--- config.mk ---
export PLATFORM = sky130hd
export DESIGN_NAME = opaddr_unit
export DESIGN_NICKNAME = d
export VERILOG_FILES = /design/src/rtl/opaddr_pkg.sv /design/src/rtl/opaddr_seq.sv /design/src/rtl/opaddr_agen.sv /design/src/rtl/opaddr_dp.sv /design/src/rtl/opaddr_unit.sv
export SDC_FILE = /design/constraint.sdc
export NUM_CORES = 1
export LEC_CHECK = 0
export CAP_MARGIN = 10
export CORE_MARGIN = 4
export CORE_UTILIZATION = 40
export DETAILED_ROUTE_END_ITERATION = 8
export PLACE_DENSITY = 0.72
export SYNTH_ARGS = -nofsm -noshare
export SYNTH_HDL_FRONTEND = slang
export SYNTH_SLANG_ARGS = --single-unit
--- constraint.sdc ---
create_clock -name clk_i -period 3 [get_ports clk_i]
set_clock_uncertainty 0.15 [all_clocks]
set_input_delay 0.75 -clock clk_i [delete_from_list [all_inputs] [get_ports clk_i]]
set_output_delay 0.75 -clock clk_i [all_outputs]
set_load 0.005 [all_outputs]
--- src/rtl/opaddr_pkg.sv ---
package opaddr_pkg;

  localparam logic [2:0] AM_INH   = 3'd0;
  localparam logic [2:0] AM_IMM8  = 3'd1;
  localparam logic [2:0] AM_IMM16 = 3'd2;
  localparam logic [2:0] AM_DIR   = 3'd3;
  localparam logic [2:0] AM_REL   = 3'd4;

  localparam logic [1:0] SEC_NONE   = 2'd0;
  localparam logic [1:0] SEC_BRANCH = 2'd1;
  localparam logic [1:0] SEC_DEST   = 2'd2;

  typedef enum logic [2:0] {
    ROLE_IMM8,
    ROLE_IMM_HI,
    ROLE_IMM_LO,
    ROLE_DIR,
    ROLE_DIR2,
    ROLE_OFF
  } role_e;

  typedef enum logic [1:0] {
    ST_IDLE,
    ST_ISSUE,
    ST_CAPT,
    ST_DONE
  } st_e;

  // primary operand bytes per mode
  function automatic logic [1:0] prim_len(input logic [2:0] m);
    case (m)
      AM_IMM8:  prim_len = 2'd1;
      AM_IMM16: prim_len = 2'd2;
      AM_DIR:   prim_len = 2'd1;
      AM_REL:   prim_len = 2'd1;
      default:  prim_len = 2'd0;
    endcase
  endfunction

  function automatic logic [1:0] sec_len(input logic [1:0] s);
    sec_len = (s == SEC_BRANCH || s == SEC_DEST) ? 2'd1 : 2'd0;
  endfunction

endpackage

--- src/rtl/opaddr_seq.sv ---
module opaddr_seq
  import opaddr_pkg::*;
(
  input  logic       clk_i,
  input  logic       rst_ni,
  input  logic       req_valid_i,
  input  logic [2:0] mode_i,
  input  logic [1:0] sec_i,
  output logic       req_ready_o,
  output logic       accept_o,
  output logic       mem_rd_o,
  output logic       cap_o,
  output role_e      role_o,
  output logic       done_o
);

  st_e        st_q, st_d;
  logic [2:0] mode_q;
  logic [1:0] sec_q;
  logic [1:0] idx_q, idx_d;
  logic       phase_q, phase_d;   // 0 primary, 1 secondary

  assign req_ready_o = (st_q == ST_IDLE);
  assign accept_o    = req_ready_o && req_valid_i;
  assign mem_rd_o    = (st_q == ST_ISSUE);
  assign cap_o       = (st_q == ST_CAPT);
  assign done_o      = (st_q == ST_DONE);

  always_comb begin
    if (phase_q) begin
      role_o = (sec_q == SEC_BRANCH) ? ROLE_OFF : ROLE_DIR2;
    end else begin
      case (mode_q)
        AM_IMM8:  role_o = ROLE_IMM8;
        AM_IMM16: role_o = (idx_q == 2'd0) ? ROLE_IMM_HI : ROLE_IMM_LO;
        AM_DIR:   role_o = ROLE_DIR;
        default:  role_o = ROLE_OFF;
      endcase
    end
  end

  always_comb begin
    st_d    = st_q;
    idx_d   = idx_q;
    phase_d = phase_q;
    case (st_q)
      ST_IDLE: begin
        if (accept_o) begin
          idx_d = 2'd0;
          if (prim_len(mode_i) != 2'd0) begin
            phase_d = 1'b0;
            st_d    = ST_ISSUE;
          end else if (sec_len(sec_i) != 2'd0) begin
            phase_d = 1'b1;
            st_d    = ST_ISSUE;
          end else begin
            phase_d = 1'b0;
            st_d    = ST_DONE;
          end
        end
      end
      ST_ISSUE: st_d = ST_CAPT;
      ST_CAPT: begin
        if (!phase_q && (idx_q + 2'd1) < prim_len(mode_q)) begin
          idx_d = idx_q + 2'd1;
          st_d  = ST_ISSUE;
        end else if (!phase_q && sec_len(sec_q) != 2'd0) begin
          idx_d   = 2'd0;
          phase_d = 1'b1;
          st_d    = ST_ISSUE;
        end else begin
          st_d = ST_DONE;
        end
      end
      default: st_d = ST_IDLE;
    endcase
  end

  always_ff @(posedge clk_i or negedge rst_ni) begin
    if (!rst_ni) begin
      st_q    <= ST_IDLE;
      idx_q   <= 2'd0;
      phase_q <= 1'b0;
      mode_q  <= AM_INH;
      sec_q   <= SEC_NONE;
    end else begin
      st_q    <= st_d;
      idx_q   <= idx_d;
      phase_q <= phase_d;
      if (accept_o) begin
        mode_q <= mode_i;
        sec_q  <= sec_i;
      end
    end
  end

  AST_DONE_PULSE: assert property (@(posedge clk_i) disable iff (!rst_ni)
    done_o |=> !done_o) else $error("done longer than one cycle");
  AST_RD_GAP: assert property (@(posedge clk_i) disable iff (!rst_ni)
    mem_rd_o |=> (!mem_rd_o && cap_o)) else $error("read not followed by capture");
  AST_ACCEPT_BUSY: assert property (@(posedge clk_i) disable iff (!rst_ni)
    accept_o |=> !req_ready_o) else $error("ready after accept");
  AST_INH_IMMEDIATE: assert property (@(posedge clk_i) disable iff (!rst_ni)
    (accept_o && prim_len(mode_i) == 2'd0 && sec_len(sec_i) == 2'd0) |=> (done_o && !mem_rd_o))
    else $error("inherent request not immediate");

endmodule

--- src/rtl/opaddr_agen.sv ---
module opaddr_agen #(
  parameter int ADDR_W = 16,
  parameter int DATA_W = 8
) (
  input  logic [ADDR_W-1:0] pc_i,
  input  logic [DATA_W-1:0] byte_i,
  output logic [ADDR_W-1:0] pc_inc_o,
  output logic [ADDR_W-1:0] pc_tgt_o,
  output logic [ADDR_W-1:0] page_o
);

  localparam int PAD_W = ADDR_W - DATA_W;

  logic [ADDR_W-1:0] off_sext;

  assign pc_inc_o = pc_i + ADDR_W'(1);
  assign off_sext = {{PAD_W{byte_i[DATA_W-1]}}, byte_i};
  assign pc_tgt_o = pc_inc_o + off_sext;   // wraps modulo 2**ADDR_W
  assign page_o   = {{PAD_W{1'b0}}, byte_i};

endmodule

--- src/rtl/opaddr_dp.sv ---
module opaddr_dp
  import opaddr_pkg::*;
#(
  parameter int ADDR_W = 16,
  parameter int DATA_W = 8
) (
  input  logic                clk_i,
  input  logic                rst_ni,
  input  logic                accept_i,
  input  logic [ADDR_W-1:0]   pc_i,
  input  logic                cap_i,
  input  role_e               role_i,
  input  logic [DATA_W-1:0]   byte_i,
  input  logic                cond_i,
  input  logic [ADDR_W-1:0]   pc_inc_i,
  input  logic [ADDR_W-1:0]   pc_tgt_i,
  input  logic [ADDR_W-1:0]   page_i,
  output logic [2*DATA_W-1:0] operand_o,
  output logic [ADDR_W-1:0]   ea_o,
  output logic [ADDR_W-1:0]   ea2_o,
  output logic [ADDR_W-1:0]   pc_o
);

  localparam int LANES = 2;

  logic [ADDR_W-1:0] pc_q, ea_q, ea2_q;

  // operand byte lanes; top lane takes the first byte of a wide immediate
  for (genvar l = 0; l < LANES; l++) begin : g_lane
    logic [DATA_W-1:0] lane_q;
    logic              wr_hi, wr_lo, wr_n8;
    assign wr_hi = (role_i == ROLE_IMM_HI) && (l == LANES - 1);
    assign wr_lo = (role_i == ROLE_IMM_LO || role_i == ROLE_IMM8) && (l == 0);
    assign wr_n8 = (role_i == ROLE_IMM8) && (l != 0);
    always_ff @(posedge clk_i or negedge rst_ni) begin
      if (!rst_ni) begin
        lane_q <= '0;
      end else if (accept_i) begin
        lane_q <= '0;
      end else if (cap_i) begin
        if (wr_hi || wr_lo) lane_q <= byte_i;
        else if (wr_n8)     lane_q <= '0;
      end
    end
    assign operand_o[l*DATA_W +: DATA_W] = lane_q;
  end

  always_ff @(posedge clk_i or negedge rst_ni) begin
    if (!rst_ni) begin
      pc_q  <= '0;
      ea_q  <= '0;
      ea2_q <= '0;
    end else if (accept_i) begin
      pc_q  <= pc_i;
      ea_q  <= '0;
      ea2_q <= '0;
    end else if (cap_i) begin
      if (role_i == ROLE_OFF && cond_i) pc_q <= pc_tgt_i;
      else                              pc_q <= pc_inc_i;
      if (role_i == ROLE_DIR)  ea_q  <= page_i;
      if (role_i == ROLE_DIR2) ea2_q <= page_i;
    end
  end

  assign pc_o  = pc_q;
  assign ea_o  = ea_q;
  assign ea2_o = ea2_q;

  AST_PC_STEP: assert property (@(posedge clk_i) disable iff (!rst_ni)
    (cap_i && !accept_i && role_i != ROLE_OFF) |=> (pc_q == $past(pc_q) + ADDR_W'(1)))
    else $error("pointer did not step by one");
  AST_NOT_TAKEN: assert property (@(posedge clk_i) disable iff (!rst_ni)
    (cap_i && !accept_i && role_i == ROLE_OFF && !cond_i) |=> (pc_q == $past(pc_q) + ADDR_W'(1)))
    else $error("untaken branch moved pointer");
  AST_DIR_PAGE: assert property (@(posedge clk_i) disable iff (!rst_ni)
    (cap_i && !accept_i && role_i == ROLE_DIR) |=> (ea_q[ADDR_W-1:DATA_W] == '0))
    else $error("direct address left page zero");
  AST_HOLD: assert property (@(posedge clk_i) disable iff (!rst_ni)
    (!accept_i && !cap_i) |=> ($stable(pc_q) && $stable(ea_q) && $stable(ea2_q) && $stable(operand_o)))
    else $error("result changed while idle");

endmodule

--- src/rtl/opaddr_unit.sv ---
module opaddr_unit
  import opaddr_pkg::*;
#(
  parameter int ADDR_W = 16,
  parameter int DATA_W = 8
) (
  input  logic                clk_i,
  input  logic                rst_ni,
  input  logic                req_valid_i,
  output logic                req_ready_o,
  input  logic [2:0]          mode_i,
  input  logic [1:0]          sec_i,
  input  logic [ADDR_W-1:0]   pc_i,
  input  logic                cond_i,
  output logic                mem_rd_o,
  output logic [ADDR_W-1:0]   mem_addr_o,
  input  logic [DATA_W-1:0]   mem_rdata_i,
  output logic                done_o,
  output logic [2*DATA_W-1:0] operand_o,
  output logic [ADDR_W-1:0]   ea_o,
  output logic [ADDR_W-1:0]   ea2_o,
  output logic [ADDR_W-1:0]   pc_o
);

  logic              accept, cap;
  role_e             role;
  logic [ADDR_W-1:0] pc_cur, pc_inc, pc_tgt, page;

  opaddr_seq u_seq (
    .clk_i       (clk_i),
    .rst_ni      (rst_ni),
    .req_valid_i (req_valid_i),
    .mode_i      (mode_i),
    .sec_i       (sec_i),
    .req_ready_o (req_ready_o),
    .accept_o    (accept),
    .mem_rd_o    (mem_rd_o),
    .cap_o       (cap),
    .role_o      (role),
    .done_o      (done_o)
  );

  opaddr_agen #(.ADDR_W(ADDR_W), .DATA_W(DATA_W)) u_agen (
    .pc_i     (pc_cur),
    .byte_i   (mem_rdata_i),
    .pc_inc_o (pc_inc),
    .pc_tgt_o (pc_tgt),
    .page_o   (page)
  );

  opaddr_dp #(.ADDR_W(ADDR_W), .DATA_W(DATA_W)) u_dp (
    .clk_i     (clk_i),
    .rst_ni    (rst_ni),
    .accept_i  (accept),
    .pc_i      (pc_i),
    .cap_i     (cap),
    .role_i    (role),
    .byte_i    (mem_rdata_i),
    .cond_i    (cond_i),
    .pc_inc_i  (pc_inc),
    .pc_tgt_i  (pc_tgt),
    .page_i    (page),
    .operand_o (operand_o),
    .ea_o      (ea_o),
    .ea2_o     (ea2_o),
    .pc_o      (pc_cur)
  );

  assign mem_addr_o = pc_cur;
  assign pc_o       = pc_cur;

endmodule

Yosys cells after proc, flatten, opt, wreduce, memory -nomap -nowiden --
Cells that the tools add are included.
Storage, ports and cells: register bits after elaboration 74, input port bits 33, output and inout port bits 83
Operators by class: add/sub/neg operators 3, magnitude comparators 1, equality and inequality tests 24, muxes and demuxes 43, reduce and logical (&&, ||, !) cells 28
Operators by type and width (number):
- $mux 16 | 9
- $mux 8 | 7
- $mux 2 | 12
- $eq 3x2->1 const B | 6
- $add 16x1->16 const B | 1
- $add 16x16->16 | 1
- $reduce_bool 2->1 | 8
- $eq 3x3->1 const B | 4
- $pmux 2 s2 | 3
- $eq 3x1->1 const B | 3
- $pmux 3 s3 | 1
- $eq 2x2->1 const B | 4
- $mux 1 | 8
- $reduce_and 2->1 | 4
- $eq 2x1->1 const B | 3
- $pmux 2 s3 | 1
- $reduce_or 3->1 | 2
- $logic_and 1x1->1 | 4
- $logic_not 2->1 | 2
- $ne 2x2->1 const B | 2
- $reduce_and 4->1 | 1
- $logic_not 3->1 | 1
- $logic_or 1x1->1 | 3
- $mux 3 | 1
- 8 further kinds | 8

Longest topological paths before layout --
depth after elaboration 9, depth in mapped cells 14, mapped depth without buffers 13

Cells and area by module --
A second synthesis with hierarchy kept.
Second synthesis, totals: cells, all modules 502, area, all modules 4694.5 um^2
Modules (own cells, without submodules):
- opaddr_dp | times used 1, cells each 262, area each 2775.2 um^2, sequential area each 1601.5 um^2
- opaddr_agen | times used 1, cells each 160, area each 1179.9 um^2, sequential area each 0.0 um^2
- opaddr_seq | times used 1, cells each 64, area each 619.3 um^2, sequential area each 250.2 um^2
- opaddr_unit | times used 1, cells each 16, area each 120.1 um^2, sequential area each 0.0 um^2

Least setup slack after synthesis --
No wires, ideal clock.
kind register -> register, from register u_dp.pc_q[0] (netlist: u_dp.pc_o[0]), to register u_dp.pc_q[15] (netlist: u_dp.pc_o[15]), setup time 0.096 ns, arrival time 3.033 ns, slack -0.278 ns, cell stages (with the launch flop) 15, path buffers 1, clock period less this slack 3.278 ns, path through dfrtp_1 -> ha_1 -> nand3_1 -> nor2_1 -> nand4_1 -> nor2_1 -> xor2_1 -> ha_1 -> clkbuf_1 -> a21o_1 -> a21o_1 -> a21oi_4 -> o21ai_2 -> mux4_2 -> a311oi_2
Between the ends: word-level cells in the longest chain between the ends 5
Ends and longest elaborated chain:
- start: declaration | line opaddr_dp.sv:26 | logic [ADDR_W-1:0] pc_q, ea_q, ea2_q;
- start signal: assignment | line opaddr_dp.sv:54 | pc_q <= pc_i;
- start signal: assignment | line opaddr_dp.sv:58 | if (role_i == ROLE_OFF && cond_i) pc_q <= pc_tgt_i;
- start signal: assignment | line opaddr_dp.sv:59 | else pc_q <= pc_inc_i;
- $add 16x1->16 * | line opaddr_agen.sv:16 | assign pc_inc_o = pc_i + ADDR_W'(1);
- $add 16x16->16 | line opaddr_agen.sv:18 | assign pc_tgt_o = pc_inc_o + off_sext;
- $mux 16 * | line opaddr_dp.sv:58
- $mux 16 * | line opaddr_dp.sv:57 | end else if (cap_i) begin
- $mux 16 * | line opaddr_dp.sv:53 | end else if (accept_i) begin
Every way passes the cells marked *; elsewhere a longest branch is shown, timed or not. The select of a mux whose other input is x is not followed. A chain may end at the register's enable or synchronous reset.

Worst setup path in the final report --
from register u_dp.pc_q[1] (netlist: u_dp.pc_o[1]), to register u_dp.pc_q[15] (netlist: u_dp.pc_o[15])
The elaborated chain is that of the path after synthesis.

==> run_results.csv <==
group,metric,value,unit
placement,port_buffers,99,
setup_path,cpMaxStageDelayCell,"mux4_2",
power,p_leak,0.00256,uW
final_layout,postLayoutCoreUtil,60.1,%
clocking,cts.clk_slew.worst_paths,0.08,ns
final_layout,synthToLayoutAreaGrowth,44.7,%
clocking,cts_buffers,9,
flow_run,drv_cap,0,
setup_path,r2r-end,"u_dp.pc_o[15]",
sta,slew_headroom,58.7,%
floorplan,fp.coreArea,0.00986,mm2
clocking,clockBufferDepth,2,
drt,drt_iter0_markers,207,
power,power,6170,uW
sta,setup_viol,1,
yosys,synthDominantCellAreaShare,35.4,%
floorplan,die_area,0.0119,mm2
drt,wl_per_cell,16.7,um
yosys,synthFlopType,"dfrtp_1",
setup_path,arrival,3.32,ns
placement,dp_slack,-0.380,ns
yosys,synth_area_leaders,"dfrtp_1 (35%), ha_1 (7.0%), nand2_1 (6.4%), a21oi_1 (6.0%), buf_4 (5.9%)",
grt,grt_use_total,21.6,%
grt,grt_pass1_wl,20.3,mm
yosys,synthesis.instances,482,
yosys,yosysMostFrequentCell,"nand2_1",
setup_path,critPathLaunchType,"flip-flop",
drt,viasPerCell,5.26,
setup_path,crit_path_cell_trace,"ha_4, buf_4, buf_4, xor2_2, ha_2, o211ai_2, o211ai_1, a21oi_2, o221a_4, o21ai_2, mux4_2, a311oi_2",
clocking,cts_tree,"done",
grt,antenna_found_initial,0,
setup_path,setup.worst_path.end_class,"flip-flop",
final_layout,nNetsFinal,684,
setup_path,r2r_setup_slack,-0.22,ns
floorplan,rows,36,
run_status,status,"complete, but fails checks",
grt,grt_max_degree,52,
grt,grt-ovfl-total,0,
clocking,ctsHtreeMaxLevel,3,
final_layout,drive_above_1_share,20.9,%
sta,fin_crit_sh,107,%
sta,worstMarginPinSlew,0.619,ns
drt,drt.antenna.violating_nets,0,
drt,dr_total_vias,4024,
final_layout,fillers,844,
setup_path,r2r.worst_path.cells,12,
yosys,netlist_top_cells_count,"nand2_1 (70), dfrtp_1 (58), nor2_1 (53)",
yosys,synth_cell_types,58,
sta,min_period,3.22,ns
setup_path,crit_top_cell,"buf_4",
min_path,hold_path.class,"input port to asynchronous set/reset pin",
setup_path,rr_startpoint,"u_dp.pc_o[1]",
floorplan,dieWidth,109,um
sta,hold-worst-slack,0.262,ns
sta,rsz0062_at_grt,"true",
yosys,synth_edf_count,0,
setup_path,cpPeakStageDelay,0.52,ns
yosys,ys_warn_count,0,
yosys,yosys_register_bits,58,
sta,slew_viol_final,0,
floorplan,ios,116,
yosys,async_flop_share,100,%
yosys,synth_area,0.00410,mm2
yosys,syn_avg_cell_area,8.50,um2
yosys,yosys.area.top_type,"dfrtp_1",
run_status,violations,"negative setup slack",
grt,grt_pass1_vias,4091,
drt,firstDrtPassIters,5,
setup_path,worstPathMaxFanout,2,
drt,drc,0,
placement,place_hpwl,9.56,mm
power,cellPowerDensity,1040,mW/mm2
sta,hold_viol_final,0,
sta,layout_setup_ws,-0.216,ns
clocking,root_buffer,"clkbuf_8",
placement,gp_congestion,0.881,
setup_path,cp.required,3.11,ns
setup_path,worstSetupPathType,"flip-flop to flip-flop",
power,peakVddDrop,0.509,mV
clocking,clkSinkCount,58,
drt,wirelength,12.7,mm
yosys,synth_seq_area_share,35.4,%
floorplan,dieHeight,109,um
sta,max_freq,311,MHz
clocking,clk_latency,0.35,ns
final_layout,diodes,0,
floorplan,start_util,41.6,%
[report_power, final]
part	leakage [uW]	switching, uW	internal [uW]
logic	0.00172	1970	2100
clock network	0.0000921	365	389
registers	0.000746	294	1060
total	0.00256	2630	3540
[cell families after synthesis]
family | count (synthesis) | synth area share (%)
simple gates | 179 | 19.5
mux | 21 | 5.46
buf+inv | 64 | 8.91
fa+ha+maj | 24 | 7.51
compound gates | 108 | 17.4
other cells | 1 | 0.0915
flops | 58 | 35.4
xor+xnor | 27 | 5.77
[registers in the layout, indices dropped and copies added (netlist names)]
register / cells
u_dp.ea2_o: 8
u_dp.ea_o: 8
u_dp.g_lane.lane_q: 16
u_dp.pc_o: 16
u_seq.idx_q: 2
u_seq.mode_q: 3
u_seq.phase_q: 1
u_seq.sec_q: 2
u_seq.st_q: 2
[routing by layer]
layer  routed length [um]  up-vias  GRT usage, %  part of all wire (%)
li1                     -     1925             -                     -
met1                 5600     1925          28.7                    44
met2                 6150      146          35.3                    48
met3                  704       28          4.09                   5.5
met4                  300        0          7.39                   2.4
met5                    0        -             0                     0
[stage by stage]
step / std cells / setup TNS, ns / cell area [um2]
2_1_floorplan: 497 / -0.0606 / 4180
3_3_place_gp: 744 / -0.978 / 5540
3_5_place_dp: 744 / -1.12 / 5540
4_1_cts: 762 / -0.143 / 5820
5_1_grt: 765 / -0.425 / 5930
6_report: 765 / -0.216 / 5930
[layout by cell type (no fill, tap or decap), types with 5 or more instances in the layout]
cell / n
clkbuf_8: 9
buf_4: 70
a21oi_2: 9
o21ai_1: 7
mux2i_1: 19
inv_1: 10
ha_1: 19
dfrtp_1: 57
a211oi_1: 5
clkdlybuf4s50_1: 98
xor2_1: 10
conb_1: 16
xnor2_2: 5
a21o_1: 5
nand2_1: 70
o22ai_1: 5
nand3_1: 18
nor2b_1: 6
nor2_1: 51
xnor2_1: 11
o21ai_0: 6
a21oi_1: 42
[worst max path at each step]
stage	depth (start not counted)	slack (ns)	start	to
after global routing	12	-0.34	u_dp.pc_o[1]	u_dp.pc_o[15]
final	12	-0.22	u_dp.pc_o[1]	u_dp.pc_o[15]
after global placement	9	-0.31	mem_rdata_i[4]	u_dp.pc_o[15]
after CTS	13	-0.14	u_dp.pc_o[1]	u_dp.pc_o[15]
after floorplan	14	-0.06	u_dp.pc_o[1]	u_dp.pc_o[15]
after detailed placement	9	-0.38	mem_rdata_i[4]	u_dp.pc_o[15]
[final cells by class]
cell class | count | area [um2] | area share [%]
Clock buffer | 9 | 124 | 2.09
Clock inverter | 7 | 78.8 | 1.33
Inverter | 11 | 41.3 | 0.696
Multi-Input combinational cell | 375 | 2500 | 42.2
Sequential cell | 58 | 1450 | 24.5
Tap cell | 133 | 166 | 2.81
Timing Repair Buffer | 172 | 1560 | 26.4
[critical path, delay by kind of cell (launching register included)]
family	cells	cell delay, ns
buf+inv	2	0.26
mux	1	0.52
compound gates	6	1.09
xor+xnor	1	0.15
flops	1	0.44
fa+ha+maj	2	0.53
[timing repair]
| action | CTS | global route |
|---|---|---|
| cloned | 0 | 0 |
| gates resized for setup | 11 | 16 |
| setup buffers | 2 | 3 |
| setup endpoints to repair | 4 | 5 |
| pin swaps | 9 | 14 |
| hold buffers | 0 | 0 |
| hold endpoints to repair | 0 | 0 |
No activity file was read; power rests on OpenSTA's default activity.
